==> config.mk <==
export PLATFORM = sky130hd
export DESIGN_NAME = pgwin_bridge
export DESIGN_NICKNAME = d
export VERILOG_FILES = /design/src/rtl/pgwin_pkg.sv /design/src/rtl/pgwin_decode.sv /design/src/rtl/pgwin_page_reg.sv /design/src/rtl/pgwin_issue.sv /design/src/rtl/pgwin_return.sv /design/src/rtl/pgwin_bridge.sv
export SDC_FILE = /design/constraint.sdc
export NUM_CORES = 1
export LEC_CHECK = 0
export BUFFER_PORTS_ARGS = -buffer_cell sky130_fd_sc_hd__buf_2
export CAP_MARGIN = 20
export CORE_MARGIN = 10
export CORE_UTILIZATION = 40
export CTS_BUF_LIST = sky130_fd_sc_hd__clkbuf_4 sky130_fd_sc_hd__clkbuf_8
export DETAILED_ROUTE_END_ITERATION = 12
export REMOVE_ABC_BUFFERS = 1
export SYNTH_ARGS = -nofsm -noshare
export SYNTH_HDL_FRONTEND = slang
export SYNTH_SLANG_ARGS = --single-unit
==> constraint.sdc <==
create_clock -name clk -period 2.6 [get_ports clk]
set_input_delay 0.39 -clock clk [delete_from_list [all_inputs] [get_ports clk]]
set_output_delay 0.39 -clock clk [all_outputs]
set_load 0.01 [all_outputs]
==> src/rtl/pgwin_pkg.sv <==
package pgwin_pkg;

  // Classification of a host offset
  typedef enum logic [1:0] {
    ACC_NONE = 2'd0,
    ACC_PAGE = 2'd1,
    ACC_WIN  = 2'd2
  } acc_kind_e;

endpackage

==> src/rtl/pgwin_decode.sv <==
// Classifies a host word address and derives the in-window word offset.
module pgwin_decode
  import pgwin_pkg::*;
#(
  parameter int HOST_AW      = 12,
  parameter int OFS_W        = 9,
  parameter int PAGE_REG_OFS = 'h41C,
  parameter int WIN_BASE     = 'h800
) (
  input  logic [HOST_AW-3:0] word_addr,
  output acc_kind_e          kind,
  output logic [OFS_W-3:0]   win_wofs
);
  localparam int WA_W      = HOST_AW - 2;
  localparam int WOW       = OFS_W - 2;
  localparam int WIN_WORDS = 2 ** WOW;
  localparam logic [WA_W-1:0] PAGE_WA = WA_W'(PAGE_REG_OFS >> 2);
  localparam logic [WA_W-1:0] WIN_WA  = WA_W'(WIN_BASE >> 2);
  localparam logic [WA_W:0]   WIN_END = {1'b0, WIN_WA} + (WA_W+1)'(WIN_WORDS);

  logic hit_page;
  logic hit_win;

  always_comb begin
    hit_page = (word_addr == PAGE_WA);
    hit_win  = (word_addr >= WIN_WA) && ({1'b0, word_addr} < WIN_END);
    win_wofs = word_addr[WOW-1:0] - WIN_WA[WOW-1:0];
    if (hit_win)       kind = ACC_WIN;
    else if (hit_page) kind = ACC_PAGE;
    else               kind = ACC_NONE;
  end

endmodule

==> src/rtl/pgwin_page_reg.sv <==
// Stored page number, reset to zero.
module pgwin_page_reg #(
  parameter int PAGE_W = 23
) (
  input  logic              clk,
  input  logic              rst,
  input  logic              wr_en,
  input  logic [PAGE_W-1:0] wr_val,
  output logic [PAGE_W-1:0] page
);
  always_ff @(posedge clk) begin
    if (rst)        page <= '0;
    else if (wr_en) page <= wr_val;
  end
endmodule

==> src/rtl/pgwin_issue.sv <==
// First pipeline stage: registered internal bus request plus read bookkeeping.
module pgwin_issue
  import pgwin_pkg::*;
#(
  parameter int DW     = 32,
  parameter int PAGE_W = 23,
  parameter int OFS_W  = 9
) (
  input  logic                    clk,
  input  logic                    rst,
  input  logic                    req_v,
  input  logic                    req_wr,
  input  acc_kind_e               kind,
  input  logic [OFS_W-3:0]        wofs,
  input  logic [PAGE_W-1:0]       page,
  input  logic [DW-1:0]           wdata,
  input  logic [DW-1:0]           local_rd,
  output logic                    ib_rd,
  output logic                    ib_wr,
  output logic [PAGE_W+OFS_W-1:0] ib_addr,
  output logic [DW-1:0]           ib_wdata,
  output logic [DW/8-1:0]         ib_be,
  output logic                    s1_rd,
  output logic                    s1_win,
  output logic [DW-1:0]           s1_data
);
  localparam int BE_W = DW / 8;

  logic is_win;
  logic win_wr;
  logic win_rd;

  always_comb begin
    is_win = (kind == ACC_WIN);
    win_wr = req_v && req_wr && is_win;
    win_rd = req_v && !req_wr && is_win;
  end

  always_ff @(posedge clk) begin
    if (rst) begin
      ib_rd    <= 1'b0;
      ib_wr    <= 1'b0;
      ib_addr  <= '0;
      ib_wdata <= '0;
      ib_be    <= '0;
      s1_rd    <= 1'b0;
      s1_win   <= 1'b0;
      s1_data  <= '0;
    end else begin
      ib_rd  <= win_rd;
      ib_wr  <= win_wr;
      ib_be  <= {BE_W{win_wr}};
      if (win_rd || win_wr) ib_addr <= {page, wofs, 2'b00};
      if (win_wr)           ib_wdata <= wdata;
      s1_rd  <= req_v && !req_wr;
      s1_win <= is_win;
      if (req_v && !req_wr) s1_data <= local_rd;
    end
  end

endmodule

==> src/rtl/pgwin_return.sv <==
// Second and third stages: wait for target data, then register the host reply.
module pgwin_return #(
  parameter int DW = 32
) (
  input  logic          clk,
  input  logic          rst,
  input  logic          s1_rd,
  input  logic          s1_win,
  input  logic [DW-1:0] s1_data,
  input  logic [DW-1:0] ib_rdata,
  output logic          h_rvalid,
  output logic [DW-1:0] h_rdata
);
  logic          s2_rd;
  logic          s2_win;
  logic [DW-1:0] s2_data;

  always_ff @(posedge clk) begin
    if (rst) begin
      s2_rd    <= 1'b0;
      s2_win   <= 1'b0;
      s2_data  <= '0;
      h_rvalid <= 1'b0;
      h_rdata  <= '0;
    end else begin
      s2_rd    <= s1_rd;
      s2_win   <= s1_win;
      if (s1_rd) s2_data <= s1_data;
      h_rvalid <= s2_rd;
      if (s2_rd) h_rdata <= s2_win ? ib_rdata : s2_data;
    end
  end

endmodule

==> src/rtl/pgwin_bridge.sv <==
// Paged register window bridge, top level.
module pgwin_bridge
  import pgwin_pkg::*;
#(
  parameter int HOST_AW      = 12,
  parameter int DW           = 32,
  parameter int PAGE_W       = 23,
  parameter int OFS_W        = 9,
  parameter int PAGE_REG_OFS = 'h41C,
  parameter int WIN_BASE     = 'h800
) (
  input  logic                    clk,
  input  logic                    rst,
  input  logic                    h_valid,
  input  logic                    h_wr,
  input  logic [HOST_AW-1:0]      h_addr,
  input  logic [DW-1:0]           h_wdata,
  output logic                    h_rvalid,
  output logic [DW-1:0]           h_rdata,
  output logic                    ib_rd,
  output logic                    ib_wr,
  output logic [PAGE_W+OFS_W-1:0] ib_addr,
  output logic [DW-1:0]           ib_wdata,
  output logic [DW/8-1:0]         ib_be,
  input  logic [DW-1:0]           ib_rdata
);
  localparam int WOW = OFS_W - 2;

  acc_kind_e         kind;
  logic [WOW-1:0]    wofs;
  logic [PAGE_W-1:0] page;
  logic [DW-1:0]     local_rd;
  logic              page_we;
  logic              s1_rd;
  logic              s1_win;
  logic [DW-1:0]     s1_data;
  logic              addr_lo_unused;

  assign addr_lo_unused = ^h_addr[1:0];

  pgwin_decode #(
    .HOST_AW(HOST_AW), .OFS_W(OFS_W),
    .PAGE_REG_OFS(PAGE_REG_OFS), .WIN_BASE(WIN_BASE)
  ) u_decode (
    .word_addr(h_addr[HOST_AW-1:2]),
    .kind     (kind),
    .win_wofs (wofs)
  );

  always_comb begin
    page_we  = h_valid && h_wr && (kind == ACC_PAGE);
    local_rd = (kind == ACC_PAGE) ? DW'(page) : '0;
  end

  pgwin_page_reg #(.PAGE_W(PAGE_W)) u_page (
    .clk   (clk),
    .rst   (rst),
    .wr_en (page_we),
    .wr_val(h_wdata[PAGE_W-1:0]),
    .page  (page)
  );

  pgwin_issue #(.DW(DW), .PAGE_W(PAGE_W), .OFS_W(OFS_W)) u_issue (
    .clk     (clk),
    .rst     (rst),
    .req_v   (h_valid),
    .req_wr  (h_wr),
    .kind    (kind),
    .wofs    (wofs),
    .page    (page),
    .wdata   (h_wdata),
    .local_rd(local_rd),
    .ib_rd   (ib_rd),
    .ib_wr   (ib_wr),
    .ib_addr (ib_addr),
    .ib_wdata(ib_wdata),
    .ib_be   (ib_be),
    .s1_rd   (s1_rd),
    .s1_win  (s1_win),
    .s1_data (s1_data)
  );

  pgwin_return #(.DW(DW)) u_return (
    .clk     (clk),
    .rst     (rst),
    .s1_rd   (s1_rd),
    .s1_win  (s1_win),
    .s1_data (s1_data),
    .ib_rdata(ib_rdata),
    .h_rvalid(h_rvalid),
    .h_rdata (h_rdata)
  );

endmodule

==> metrics <==
status=complete, no violations; HPWL after DPL=12.3 mm; Layout fillers=1683; post-CTS setup buffers=0; CP cell instances=buf_4 > mux2i_1 > a211oi_1; Setup Viol. Count Final=0; achievable clock frequency=0.682 GHz; first-pass GRT wire length=28.1 mm; area delta synth->final=20.8%; FP Rows=47; max_slew headroom=0.507; root buffer cell=clkbuf_8; core area=0.0166 mm^2; initial core utilization=0.407; fin crit share=0.564; largest net degree at the start of global routing=96; DR pass1 iterations=4; vias in the first global route=5279; initial antenna violation count=0; Die H=150 um; RSZ-0062 raised after global routing=false; # DRC=0; clk_lat worst skew=0.45 ns; clock sink count=170; post-synth cell types=29; family with the most delay on the worst path=flip-flops; Worst-Margin Slew=0.739 ns; Startpoint Class=register; Final Instance Area=0.00816 mm^2; I/O pin count=183; layout cells sized above 1=0.260; GP Congestion=0.776; sequential element share of the synthesized area=0.504; Reg clk slew, reported paths=0.09 ns; final hold violations=0; die area=0.0225 mm^2; total CTS buffers=17; # resized after CTS=0; WP buf/inv=1; Die X=150 um; MaxCap Viol Count=0; Leak=3.26 nW; hold crit path type=in2reg; clock tree buffer depth=2; All-Layer GR Usage=0.154; final net count=979; crit path time final=1.47 ns; total grt overflow=0; CTS Hold Bufs=0; average wire per standard cell=15.3 um; Peak VDD IR=0.279 mV; crit-path max cell delay=0.80 ns; via count=5466; Mapped Area=0.00676 mm^2; largest fanout on the critical path=13; flops & latches, synth=170; Synth Warn #=0; Crit Path Class=reg2reg; H-tree depth=4; Cells after Synth=756; I/O Buffers=178; initial DRC count=275; cell area power density=566 mW/mm^2; synthesized area per cell=8.94 um^2; via/cell ratio=4.83; # diodes=0; Detail Route Antenna Nets=0; Worst EP arrival=1.78 ns; clk_skew=0.0122 ns; fin. max-slew vios=0; CTS tree=yes; Hold WS=0.168 ns; placed cell area=0.00782 mm^2; Critical Path RT=2.91 ns; slowest CP cell=dfxtp_1; CP endpoint kind=register; DRT Wirelength=17.4 mm
==> final cells by class <==
class / count / area [um^2] / share of cell area
repair buffers: 200 / 1100 / 0.135
well taps: 220 / 275 / 0.0337
clock inverters: 11 / 70.1 / 0.00859
flip-flops and latches: 170 / 3400 / 0.417
multi-input cells: 510 / 3040 / 0.372
clock buffers: 21 / 277 / 0.0339
==> through the flow <==
stage	total power (W)	utilization	instances	TNS (ns)	setup slack [ns]
2_1_floorplan	0.00282	-	680	-9.61	-0.320
3_3_place_gp	0.00302	0.471	1100	0	0.717
3_5_place_dp	0.00302	0.471	1100	0	0.682
4_1_cts	0.00469	0.492	1132	0	1.12
5_1_grt	0.00484	0.492	1132	0	0.978
6_report	0.00462	0.492	1132	0	1.13
==> sequential cells by signal, indices dropped and copies added (netlist names) <==
signal	cells
u_issue.ib_wr	1
u_issue.ib_rd	1
u_return.s2_rd	1
u_issue.s1_data	23
u_return.h_rdata	32
u_issue.s1_win	1
u_issue.s1_rd	1
u_return.h_rvalid	1
u_issue.ib_wdata	32
u_return.s2_data	23
u_return.s2_win	1
u_issue.ib_addr	30
u_page.page	23
==> per-layer routing <==
| layer | global-route usage | vias up | share of wire |
|---|---|---|---|
| met2 | 0.240 | 133 | 0.45 |
| met4 | 0.0394 | 0 | 0.0070 |
| met5 | 0 | - | 0 |
| met1 | 0.196 | 2457 | 0.47 |
| li1 | - | 2868 | - |
| met3 | 0.0574 | 8 | 0.075 |
==> cell families after synthesis <==
logic type	synth area share
other	0.000555
AND/OR/NAND/NOR	0.224
buffers and inverters	0.0509
flip-flops	0.504
AO/OA/AOI/OAI	0.119
multiplexers	0.102
==> cells in the mapped netlist <==
master	count	share of area
buf_4	7	0.0078
nor4bb_1	1	0.0015
nand2_1	84	0.047
nor4_4	1	0.0031
nor2_1	56	0.031
and4_1	1	0.0013
nand3_1	33	0.024
conb_1	1	0.00056
nand4bb_1	1	0.0017
o21ai_1	2	0.0015
o21ai_0	30	0.022
and2_1	2	0.0019
and4b_1	1	0.0015
clkbuf_1	48	0.027
clkbuf_2	1	0.00074
nand4_1	23	0.021
a211oi_1	23	0.026
nor3_1	2	0.0015
or3b_1	1	0.0013
and3b_1	23	0.030
mux2i_1	69	0.10
nand2b_1	48	0.044
nor2b_1	12	0.011
dfxtp_1	170	0.50
buf_1	9	0.0050
buf_6	2	0.0033
buf_2	10	0.0074
nor3b_1	1	0.0011
a21oi_1	94	0.070
==> layout by cell type, fill, tap and decap left out, drive strengths merged, types with 3 or more instances in the layout <==
cell type    n
clkinvlp     3
nand3       33
nor2b       12
nand2       84
a211oi      23
nand2b      48
nor2        56
dfxtp      170
and3b       23
clkinv       6
clkbuf      21
mux2i       69
o21ai       32
nand4       23
a21oi       94
buf        200
==> worst min-delay path, delay by kind of cell <==
kind                   cells  cell delay, ns
buffers and inverters      1            0.07
AND/OR/NAND/NOR            1            0.07
AO/OA/AOI/OAI              1            0.05
==> power by group <==
part	internal [W]	switching, W
registers	0.00262	0.0000164
clock network	0.000728	0.000940
logic	0.000127	0.000185
total	0.00348	0.00114
==> final timing paths <==
| kind | from | depth (start not counted) | end | slack, ns |
|---|---|---|---|---|
| setup / recovery | u_return.s2_win$_SDFF_PP0_ | 3 | u_return.h_rdata[1]$_SDFFE_PP0P_ | 1.13 |
| hold reg to reg | u_issue.s1_win$_SDFF_PP0_ | 1 | u_return.s2_win$_SDFF_PP0_ | 0.45 |
| hold / removal | ib_rdata[27] | 3 | u_return.h_rdata[27]$_SDFFE_PP0P_ | 0.17 |
| setup reg to reg | u_return.s2_win$_SDFF_PP0_ | 3 | u_return.h_rdata[1]$_SDFFE_PP0P_ | 1.13 |
Note: power is estimated with default switching activity, not from simulation.
